[config.mk]
export PLATFORM = sky130hd
export DESIGN_NAME = fill_engine
export DESIGN_NICKNAME = d
export VERILOG_FILES = /design/src/rtl/fill_pkg.sv /design/src/rtl/fill_fifo.sv /design/src/rtl/fill_seq.sv /design/src/rtl/fill_port_mux.sv /design/src/rtl/fill_engine.sv
export SDC_FILE = /design/constraint.sdc
export NUM_CORES = 1
export LEC_CHECK = 0
export ABC_CLOCK_PERIOD_IN_PS = 2800
export BUFFER_PORTS_ARGS = -buffer_cell sky130_fd_sc_hd__buf_2
export CAP_MARGIN = 20
export CORE_ASPECT_RATIO = 0.9
export CORE_MARGIN = 2
export CORE_UTILIZATION = 50
export CTS_CLUSTER_DIAMETER = 100
export DETAILED_ROUTE_END_ITERATION = 6
export GPL_ROUTABILITY_DRIVEN = 0
export PLACE_DENSITY = 0.76
export SKIP_CTS_REPAIR_TIMING = 1
export SLEW_MARGIN = 25
export SYNTH_ARGS = -nofsm -noshare
export SYNTH_HDL_FRONTEND = slang
export SYNTH_SLANG_ARGS = --single-unit
[constraint.sdc]
create_clock -name clk -period 2.8 [get_ports clk]
set_input_delay 0.56 -clock clk [delete_from_list [all_inputs] [get_ports clk]]
set_output_delay 0.56 -clock clk [all_outputs]
set_load 0.01 [all_outputs]
[src/rtl/fill_pkg.sv]
package fill_pkg;
  localparam int unsigned NUM_PORTS = 2;

  typedef enum logic {
    PORT_A = 1'b0,
    PORT_B = 1'b1
  } port_sel_e;
endpackage

[src/rtl/fill_fifo.sv]
module fill_fifo #(
  parameter int unsigned DW    = 32,
  parameter int unsigned DEPTH = 4,
  parameter int unsigned LW    = $clog2(DEPTH + 1)
) (
  input  logic          clk,
  input  logic          rst_n,
  input  logic          push_i,
  input  logic [DW-1:0] wdata_i,
  output logic          out_valid_o,
  input  logic          out_ready_i,
  output logic [DW-1:0] out_data_o,
  output logic [LW-1:0] level_o,
  output logic          pop_o
);
  localparam int unsigned PW = (DEPTH > 1) ? $clog2(DEPTH) : 1;

  logic [DW-1:0] slot_q [DEPTH];
  logic [PW-1:0] wr_ptr_q, rd_ptr_q;
  logic [LW-1:0] level_q;
  logic          push_ok;

  assign out_valid_o = (level_q != '0);
  assign pop_o       = out_valid_o && out_ready_i;
  assign push_ok     = push_i && ((level_q != LW'(DEPTH)) || pop_o);
  assign out_data_o  = slot_q[rd_ptr_q];
  assign level_o     = level_q;

  always_ff @(posedge clk) begin
    if (push_ok) slot_q[wr_ptr_q] <= wdata_i;
  end

  always_ff @(posedge clk or negedge rst_n) begin
    if (!rst_n) begin
      wr_ptr_q <= '0;
      rd_ptr_q <= '0;
      level_q  <= '0;
    end else begin
      if (push_ok) wr_ptr_q <= (wr_ptr_q == PW'(DEPTH - 1)) ? '0 : wr_ptr_q + 1'b1;
      if (pop_o)   rd_ptr_q <= (rd_ptr_q == PW'(DEPTH - 1)) ? '0 : rd_ptr_q + 1'b1;
      level_q <= level_q + LW'(push_ok) - LW'(pop_o);
    end
  end
endmodule

[src/rtl/fill_seq.sv]
module fill_seq
  import fill_pkg::*;
#(
  parameter int unsigned AW    = 32,
  parameter int unsigned CW    = 16,
  parameter int unsigned DEPTH = 4,
  parameter int unsigned LW    = $clog2(DEPTH + 1),
  parameter int unsigned WB    = 4
) (
  input  logic          clk,
  input  logic          rst_n,
  input  logic          start_i,
  input  logic [AW-1:0] base_i,
  input  logic [CW-1:0] len_i,
  input  port_sel_e     port_i,
  input  logic          pause_i,
  input  logic          ack_i,
  input  logic [LW-1:0] level_i,
  input  logic          pop_i,
  output logic          req_o,
  output logic [AW-1:0] addr_o,
  output port_sel_e     port_o,
  output logic          busy_o,
  output logic          done_o,
  output logic          push_o
);
  logic          req_q, busy_q, done_q;
  logic [AW-1:0] addr_q;
  logic [CW-1:0] rem_q;
  port_sel_e     port_q;
  logic          xfer, launch, room;
  logic [LW:0]   proj_level;

  assign xfer       = req_q && ack_i;
  assign launch     = start_i && !busy_q;
  assign proj_level = {1'b0, level_i} + (LW + 1)'(xfer) - (LW + 1)'(pop_i);
  assign room       = proj_level < (LW + 1)'(DEPTH);

  always_ff @(posedge clk or negedge rst_n) begin
    if (!rst_n) begin
      req_q  <= 1'b0;
      busy_q <= 1'b0;
      done_q <= 1'b0;
      addr_q <= '0;
      rem_q  <= '0;
      port_q <= PORT_A;
    end else begin
      done_q <= 1'b0;
      if (launch) begin
        addr_q <= base_i;
        rem_q  <= len_i;
        port_q <= port_i;
        busy_q <= (len_i != '0);
        done_q <= (len_i == '0);
        req_q  <= (len_i != '0) && !pause_i && room;
      end else if (busy_q) begin
        if (xfer) begin
          addr_q <= addr_q + AW'(WB);
          rem_q  <= rem_q - 1'b1;
        end
        if (xfer && (rem_q == CW'(1))) begin
          busy_q <= 1'b0;
          done_q <= 1'b1;
          req_q  <= 1'b0;
        end else if (req_q && !ack_i) begin
          req_q <= 1'b1;
        end else begin
          req_q <= !pause_i && room;
        end
      end
    end
  end

  assign req_o  = req_q;
  assign addr_o = addr_q;
  assign port_o = port_q;
  assign busy_o = busy_q;
  assign done_o = done_q;
  assign push_o = xfer;
endmodule

[src/rtl/fill_port_mux.sv]
module fill_port_mux #(
  parameter int unsigned AW = 32,
  parameter int unsigned DW = 32,
  parameter int unsigned NP = 2,
  parameter int unsigned SW = (NP > 1) ? $clog2(NP) : 1
) (
  input  logic [SW-1:0]    sel_i,
  input  logic             req_i,
  input  logic [AW-1:0]    addr_i,
  output logic [NP-1:0]    req_o,
  output logic [NP*AW-1:0] addr_o,
  input  logic [NP-1:0]    ack_i,
  input  logic [NP*DW-1:0] rdata_i,
  output logic             ack_o,
  output logic [DW-1:0]    rdata_o
);
  for (genvar p = 0; p < NP; p++) begin : g_port
    logic hit;
    assign hit                = (sel_i == SW'(p));
    assign req_o[p]           = req_i && hit;
    assign addr_o[p*AW +: AW] = hit ? addr_i : '0;
  end

  assign ack_o   = ack_i[sel_i];
  assign rdata_o = rdata_i[sel_i*DW +: DW];
endmodule

[src/rtl/fill_engine.sv]
module fill_engine
  import fill_pkg::*;
#(
  parameter int unsigned AW    = 32,
  parameter int unsigned DW    = 32,
  parameter int unsigned CW    = 16,
  parameter int unsigned DEPTH = 4
) (
  input  logic          clk,
  input  logic          rst_n,
  input  logic          start,
  input  logic [AW-1:0] start_addr,
  input  logic [CW-1:0] start_len,
  input  logic          start_port,
  input  logic          pause,
  output logic          busy,
  output logic          done,
  output logic          m0_req,
  output logic [AW-1:0] m0_addr,
  input  logic          m0_ack,
  input  logic [DW-1:0] m0_rdata,
  output logic          m1_req,
  output logic [AW-1:0] m1_addr,
  input  logic          m1_ack,
  input  logic [DW-1:0] m1_rdata,
  output logic          out_valid,
  input  logic          out_ready,
  output logic [DW-1:0] out_data
);
  localparam int unsigned WB = DW / 8;
  localparam int unsigned LW = $clog2(DEPTH + 1);
  localparam int unsigned NP = NUM_PORTS;

  logic          seq_req, push, pop, sel_ack;
  logic [AW-1:0] seq_addr;
  logic [DW-1:0] sel_rdata;
  logic [LW-1:0] buf_level;
  port_sel_e     port_q;
  logic [0:0]    sel_w;
  logic [NP-1:0]    req_v, ack_v;
  logic [NP*AW-1:0] addr_v;
  logic [NP*DW-1:0] rdata_v;

  assign sel_w   = port_q;
  assign ack_v   = {m1_ack, m0_ack};
  assign rdata_v = {m1_rdata, m0_rdata};
  assign m0_req  = req_v[0];
  assign m1_req  = req_v[1];
  assign m0_addr = addr_v[0 +: AW];
  assign m1_addr = addr_v[AW +: AW];

  fill_seq #(.AW(AW), .CW(CW), .DEPTH(DEPTH), .LW(LW), .WB(WB)) u_seq (
    .clk(clk), .rst_n(rst_n),
    .start_i(start), .base_i(start_addr), .len_i(start_len),
    .port_i(port_sel_e'(start_port)), .pause_i(pause),
    .ack_i(sel_ack), .level_i(buf_level), .pop_i(pop),
    .req_o(seq_req), .addr_o(seq_addr), .port_o(port_q),
    .busy_o(busy), .done_o(done), .push_o(push)
  );

  fill_port_mux #(.AW(AW), .DW(DW), .NP(NP), .SW(1)) u_mux (
    .sel_i(sel_w), .req_i(seq_req), .addr_i(seq_addr),
    .req_o(req_v), .addr_o(addr_v),
    .ack_i(ack_v), .rdata_i(rdata_v),
    .ack_o(sel_ack), .rdata_o(sel_rdata)
  );

  fill_fifo #(.DW(DW), .DEPTH(DEPTH), .LW(LW)) u_buf (
    .clk(clk), .rst_n(rst_n),
    .push_i(push), .wdata_i(sel_rdata),
    .out_valid_o(out_valid), .out_ready_i(out_ready), .out_data_o(out_data),
    .level_o(buf_level), .pop_o(pop)
  );
endmodule

Word level (Yosys, flattened, before mapping)
Memory sizes are Yosys's and may differ from the RTL's. Index checks and enable logic that the tools add are counted.

$add $sub $neg: 8. Multiply operators: 0. Divide/modulo/power cells: 0. $lt $le $gt $ge: 2. Eq/ne operators: 4. Shift-type cells: 1. Muxes and demuxes: 24. Bitwise gates (word level): 1. Reduce and logical (&&, ||, !) cells: 21.

Operators by type and width (number): 32-bit two-way mux (5); 64-bit by 7-bit variable part select with 32-bit output (1); 16-bit two-way mux (3); 32-bit by 3-bit adder with 32-bit output (second input constant) (1); 16-bit by 1-bit equality test with 1-bit output (second input constant) (1); 16-bit logical NOT (1); 16-bit nonzero test (1); 16-bit by 1-bit subtractor with 16-bit output (second input constant) (1); 1-bit two-way mux (14); 1-bit logical AND (11); 2-bit by 1-bit adder with 2-bit output (second input constant) (2); 3-bit by 1-bit adder with 4-bit output (1); 2-bit equality test (second input constant) (2); 4-bit by 3-bit < comparator with 1-bit output (second input constant) (1); 2-bit two-way mux (2); 2-bit nonzero test (2); 4-bit by 1-bit subtractor with 4-bit output (1); 3-bit by 1-bit adder with 3-bit output (1); 1-bit logical NOT (3); 3-bit inequality test (second input constant) (1); 3-bit nonzero test (1); 3-bit by 1-bit subtractor with 3-bit output (1); 1-bit by 2-bit < comparator with 1-bit output (second input constant) (1); 2-bit AND reduction (1); other kinds (2) (2).

Flip-flop bits (word level): 59. Latch bits: 0. RAM bits: 128. Bits in read-only memories: 0. Bits of input ports: 120. Output and inout bits: 101. Logic and storage cells: 71. Memories kept: 1.

Memory list: u_buf.slot_q (depth 4, bits a word 32, rd ports 1, clocked after memory_dff 0, wr ports 1, RTL line fill_fifo.sv:18) `logic [DW-1:0] slot_q [DEPTH];`.

Depth between registers and ports, before layout
Word-level depth: 11. Depth in mapped cells: 12. Depth with buffers taken out: 12.

Modules after synthesis
From an unflattened synthesis, not the netlist that was laid out.

Cells, all modules: 655. Area, all modules: 9027.4 um2.

By module, submodules not included: fill_fifo (times used 1, cells an instance 206, area each 5057.4 um2, seq. area each 4018.9 um2); fill_seq (times used 1, cells an instance 339, area each 2965.3 um2, seq. area each 1301.2 um2); fill_port_mux (times used 1, cells an instance 110, area each 1004.7 um2, seq. area each 0.0 um2).

Worst setup path before layout
No wires, ideal clock.

Path kind: input to register. Start point: input port m1_ack. End point: memory u_buf.slot_q[3][0] (enable). Data arrival time: 1.929 ns. Data required time: 2.408 ns. Path slack: 0.479 ns. Stages: 4. Path buffers: 0. Cell sequence: mux2_2 nand2_1 nor2_1 and2_1.

Cells in the longest elaborated chain, start to end: 6.

Ends and longest elaborated chain: start: declaration (RTL line fill_engine.sv:24) `input logic m1_ack,`; 1-bit two-way mux (not written as such) (2 in a row) (RTL line fill_port_mux.sv:24) `assign ack_o = ack_i[sel_i];`; 1-bit logical AND (RTL line fill_seq.sv:34) `assign xfer = req_q && ack_i;`; 1-bit logical AND (RTL line fill_fifo.sv:25) `assign push_ok = push_i && ((level_q != LW'(DEPTH)) || pop_o);`; named net u_buf.push_ok (RTL line fill_fifo.sv:21) `logic push_ok;`; 1-bit two-way mux (RTL line fill_fifo.sv:30) `if (push_ok) slot_q[wr_ptr_q] <= wdata_i;`; 1-bit two-way mux (not written as such) (RTL line fill_fifo.sv:30); end: declaration (RTL line fill_fifo.sv:18).

The timed path passes the listed nets, and every way through them passes these cells. The select of a mux whose other input is x is not followed.

Worst setup path in the final report
Start point: register u_buf.rd_ptr_q[0]. End point: output port out_data[12].

Cells in the longest elaborated chain, start to end: 1.

Ends and longest elaborated chain: start: declaration (RTL line fill_fifo.sv:19) `logic [PW-1:0] wr_ptr_q, rd_ptr_q;`; start signal: assignment (RTL line fill_fifo.sv:40) `if (pop_o) rd_ptr_q <= (rd_ptr_q == PW'(DEPTH - 1)) ? '0 : rd_ptr_q + 1'b1;`; memory 4 x 32 bit; end: declaration (RTL line fill_engine.sv:28) `output logic [DW-1:0] out_data`.

No other way between the ends.

==> out/metrics.csv <==
stage,metric,value,unit
outcome,status,"complete, no violations",
global_route,GRT Total Usage,21.3,%
worst_setup_path,maximum fanout along the worst path,32,
timing,period utilization,86.0,%
worst_setup_path,Bufs and invs on worst path,2,
synthesis,Yosys top cell by area,edfxtp_1,
worst_setup_path,"Arr. time, crit path",1.85,ns
die,Row Count,46,
die,Initial Utilization,50.8,%
clock_network,Num CTS Buffers,17,
drt,number of detailed-route iterations in the first pass,5,
clock_network,clock transition at the registers of the reported paths,0.08,ns
drt,remaining antenna violation count,0,
worst_setup_path,"delay-heaviest family, CP",multiplexers,
synthesis,Syn Nets,814,
pwr,peak supply drop,407,uV
worst_setup_path,worst-path cell chain,buf_12 > mux4_2 > buf_2,
placement,port bufs,220,
global_route,first-pass GRT wire length,30800,um
worst_setup_path,Reg2Reg Launch Point,u_seq.rem_q[0],
global_route,global route total overflow,0,
worst_hold_path,worst hold path type,input port to async pin,
synthesis,largest family of logic cells by synthesized area,simple AND/OR/NAND/NOR gates,
cells_and_area,Layout Nets,1035,
cells_and_area,layout cell share with drive strength beyond 1,38.7,%
synthesis,"Seq/Total Area, Yosys",59.6,%
worst_setup_path,R2R cell count,7,
synthesis,top-count cell post-synth,edfxtp_1,
job,max-cap violations,0,
clock_network,TritonCTS clock tree,built,
timing,final hold violations,0,
synthesis,synth warn,0,
synthesis,Post-synth ARST share,31.6,%
die,Die H,131,um
clock_network,Root Buffer,clkbuf_16,
pwr,combinational fraction of design power,28.8,%
synthesis,"flops & latches, synth",187,
synthesis,compound-cell area share of the yosys netlist,7.29,%
die,I/O pin cnt,221,
synthesis,simple-gate portion of the synthesized area,15.4,%
timing,total negative slack,0,ns
die,core area,17600,um2
timing,unrepaired setup endpoints after global routing,false,
synthesis,multiplexer area fraction after synthesis,12.6,%
pwr,PwrDens,780,nW/um2
worst_setup_path,worst r2r dst,u_seq.rem_q[14],
clock_network,# H-tree levels,4,
synthesis,"Cell Area, Synth",8920,um2
pwr,P_int,0.00584,W
die,area of the die,18900,um2
timing,slew of the pin with the lowest slew margin,0.583,ns
worst_setup_path,CP Launch Type,register,
synthesis,Area contributors post-synth,"edfxtp_1 43%, dfrtp_1 17%, mux4_2 8.1%, mux2_2 4.3%, and2_1 2.7%",
pwr,final total power,0.00859,W
synthesis,Yosys top cell area share,43.1,%
timing,Finish-stage setup viols,0,
cells_and_area,n_diodes,0,
global_route,vias in the first global route,5988,
cells_and_area,Area Overhead vs Synth,23.4,%
synthesis,Cell variety after synth,54,
clock_network,Clock Latency Late Sink,0.43,ns
pwr,clock share of power,29.0,%
worst_setup_path,Crit. End Element,output pin,
timing,Worst Slack Setup Final,0.392,ns
timing,clock skew,0.0146,ns
drt,Initial DRC Count,393,
worst_setup_path,r2r setup slk,0.42,ns
worst_setup_path,"slowest stage delay, CP",0.57,ns
synthesis,most common library cells after synthesis,"128 x edfxtp_1, 60 x nand2_1, 59 x dfrtp_1",
synthesis,Post-Syn Area per Cell,13.1,um2
pwr,Leakage,4.57,nW
timing,crit path time final,2.41,ns
global_route,initial antenna violation count,1,
placement,Detailed Place HPWL,14000,um
synthesis,"EDFF count, synth",128,
drt,Routed WL,19800,um
drt,drt wl/cell,17.2,um
pwr,Switching Fraction,32.0,%
drt,Vias/cell,5.49,
pwr,Flop pwr share,42.1,%
global_route,largest net degree at the start of global routing,67,
clock_network,clk sinks,187,
synthesis,Synth Area in XOR/XNOR,0.491,%
worst_setup_path,Worst path slowest cell,mux4_2,
worst_setup_path,Setup CP Type,register to output pin,
drt,Remaining DRCs,0,
timing,max-slew violation count,0,
synthesis,Post-Synthesis Cells,680,
drt,via count,6335,
synthesis,post-synthesis adder-cell area fraction,2.05,%
die,die width,145,um
clock_network,Clock Path Buffers,2,
worst_setup_path,"Req. time, crit path",2.24,ns
timing,slew margin rel.,60.7,%
pwr,Psw,0.00275,W
timing,fmax,0.415,GHz
placement,Setup Slack @ Placement,0.475,ns
synthesis,predominant post-synthesis flop cell,edfxtp_1,
final cells by class:
class,count,area [um2]
clock inverters,15,213
fillers,1341,6540
flip-flops and latches,187,5330
inverters,21,78.8
repair buffers,240,1290
well taps,240,300
multi-input cells,434,3380
clock buffers,17,425
power by group through the flow:
| stage | Combinational [W] | Clock, W | Sequential [W] |
|---|---|---|---|
| finish | 0.00248 | 0.00250 | 0.00362 |
| global route | 0.00277 | 0.00266 | 0.00367 |
| CTS | 0.00253 | 0.00256 | 0.00362 |
| detailed placement | 0.00252 | 0 | 0.00368 |
| global placement | 0.00247 | 0 | 0.00366 |
| floorplan | 0.00171 | 0 | 0.00357 |
metrics by stage:
step           std cells  area, um2  utilization, %  hold WS [ns]
4_1_cts             1154      11000            62.8         0.120
2_1_floorplan        680       8920               -         0.264
3_5_place_dp        1122      10400            59.1         0.491
6_report            1154      11000            62.8         0.125
5_1_grt             1154      11000            62.8         0.140
3_3_place_gp        1122      10400            59.1         0.482
routing by layer:
| layer | up-vias | global-route usage [%] | share of wire [%] |
|---|---|---|---|
| li1 | 3024 | - | - |
| met1 | 3024 | 28.8 | 43 |
| met2 | 268 | 35.4 | 49 |
| met3 | 17 | 4.56 | 6.7 |
| met4 | 2 | 6.05 | 0.77 |
| met5 | - | 0 | 0.066 |
worst register-to-register path, delay by kind of cell (launching register included):
kind	cells	cell delay, ns
buf+inv	1	0.13
fa+ha+maj	1	0.18
flops	1	0.40
compound gates	2	0.35
simple gates	3	1.20
worst max path at each step:
stage,slack (ns),cells past startpoint,from,to
after detailed placement,0.47,7,u_seq.rem_q[0],u_seq.rem_q[14]
after floorplan,0.48,4,m1_ack,u_buf.slot_q[3][0]
after CTS,0.34,3,u_buf.rd_ptr_q[0],out_data[12]
after global routing,0.22,7,u_seq.rem_q[0],u_seq.rem_q[10]
after global placement,0.56,6,m0_ack,u_buf.slot_q[3][10]
final,0.39,3,u_buf.rd_ptr_q[0],out_data[12]
registers in the layout (all words and copies together), names as in the netlist:
register / count
u_buf.wr_ptr_q: 2
u_buf.slot_q: 128
u_seq.addr_o: 32
u_seq.port_o: 1
u_seq.busy_o: 1
u_seq.done_o: 1
u_buf.rd_ptr_q: 2
u_seq.req_o: 1
u_seq.rem_q: 16
u_buf.level_o: 3
cells by family (layout without fill, tap and decap cells):
group,Yosys count,after routing
DFF,187,187
muxes,68,68
buffers and inverters,59,293
xor gates and xnor gates,5,5
and+or+nand+nor,253,253
adders and majority gates,14,14
AOI/OAI and AO/OA,94,94
placed cells by master, fill, tap and decap left out, drive strengths merged, types with 2 or more instances in the layout:
cell type,n
buf,240
nand3,31
a21oi,21
edfxtp,128
o21ai,21
a311oi,2
clkinv,6
and2,40
mux4,32
a221o,13
nor2b,30
ha,13
nand4,13
clkbuf,17
dfrtp,59
mux2i,2
nand2,60
mux2,34
a21o,4
o311ai,10
a31oi,3
or3,6
xor2,3
nor2,28
and3,12
or4,5
o31a,2
o22ai,2
o211ai,12
xnor2,2
inv,29
nor4,13
nor3,8
No activity file was read; power rests on OpenSTA's default activity.
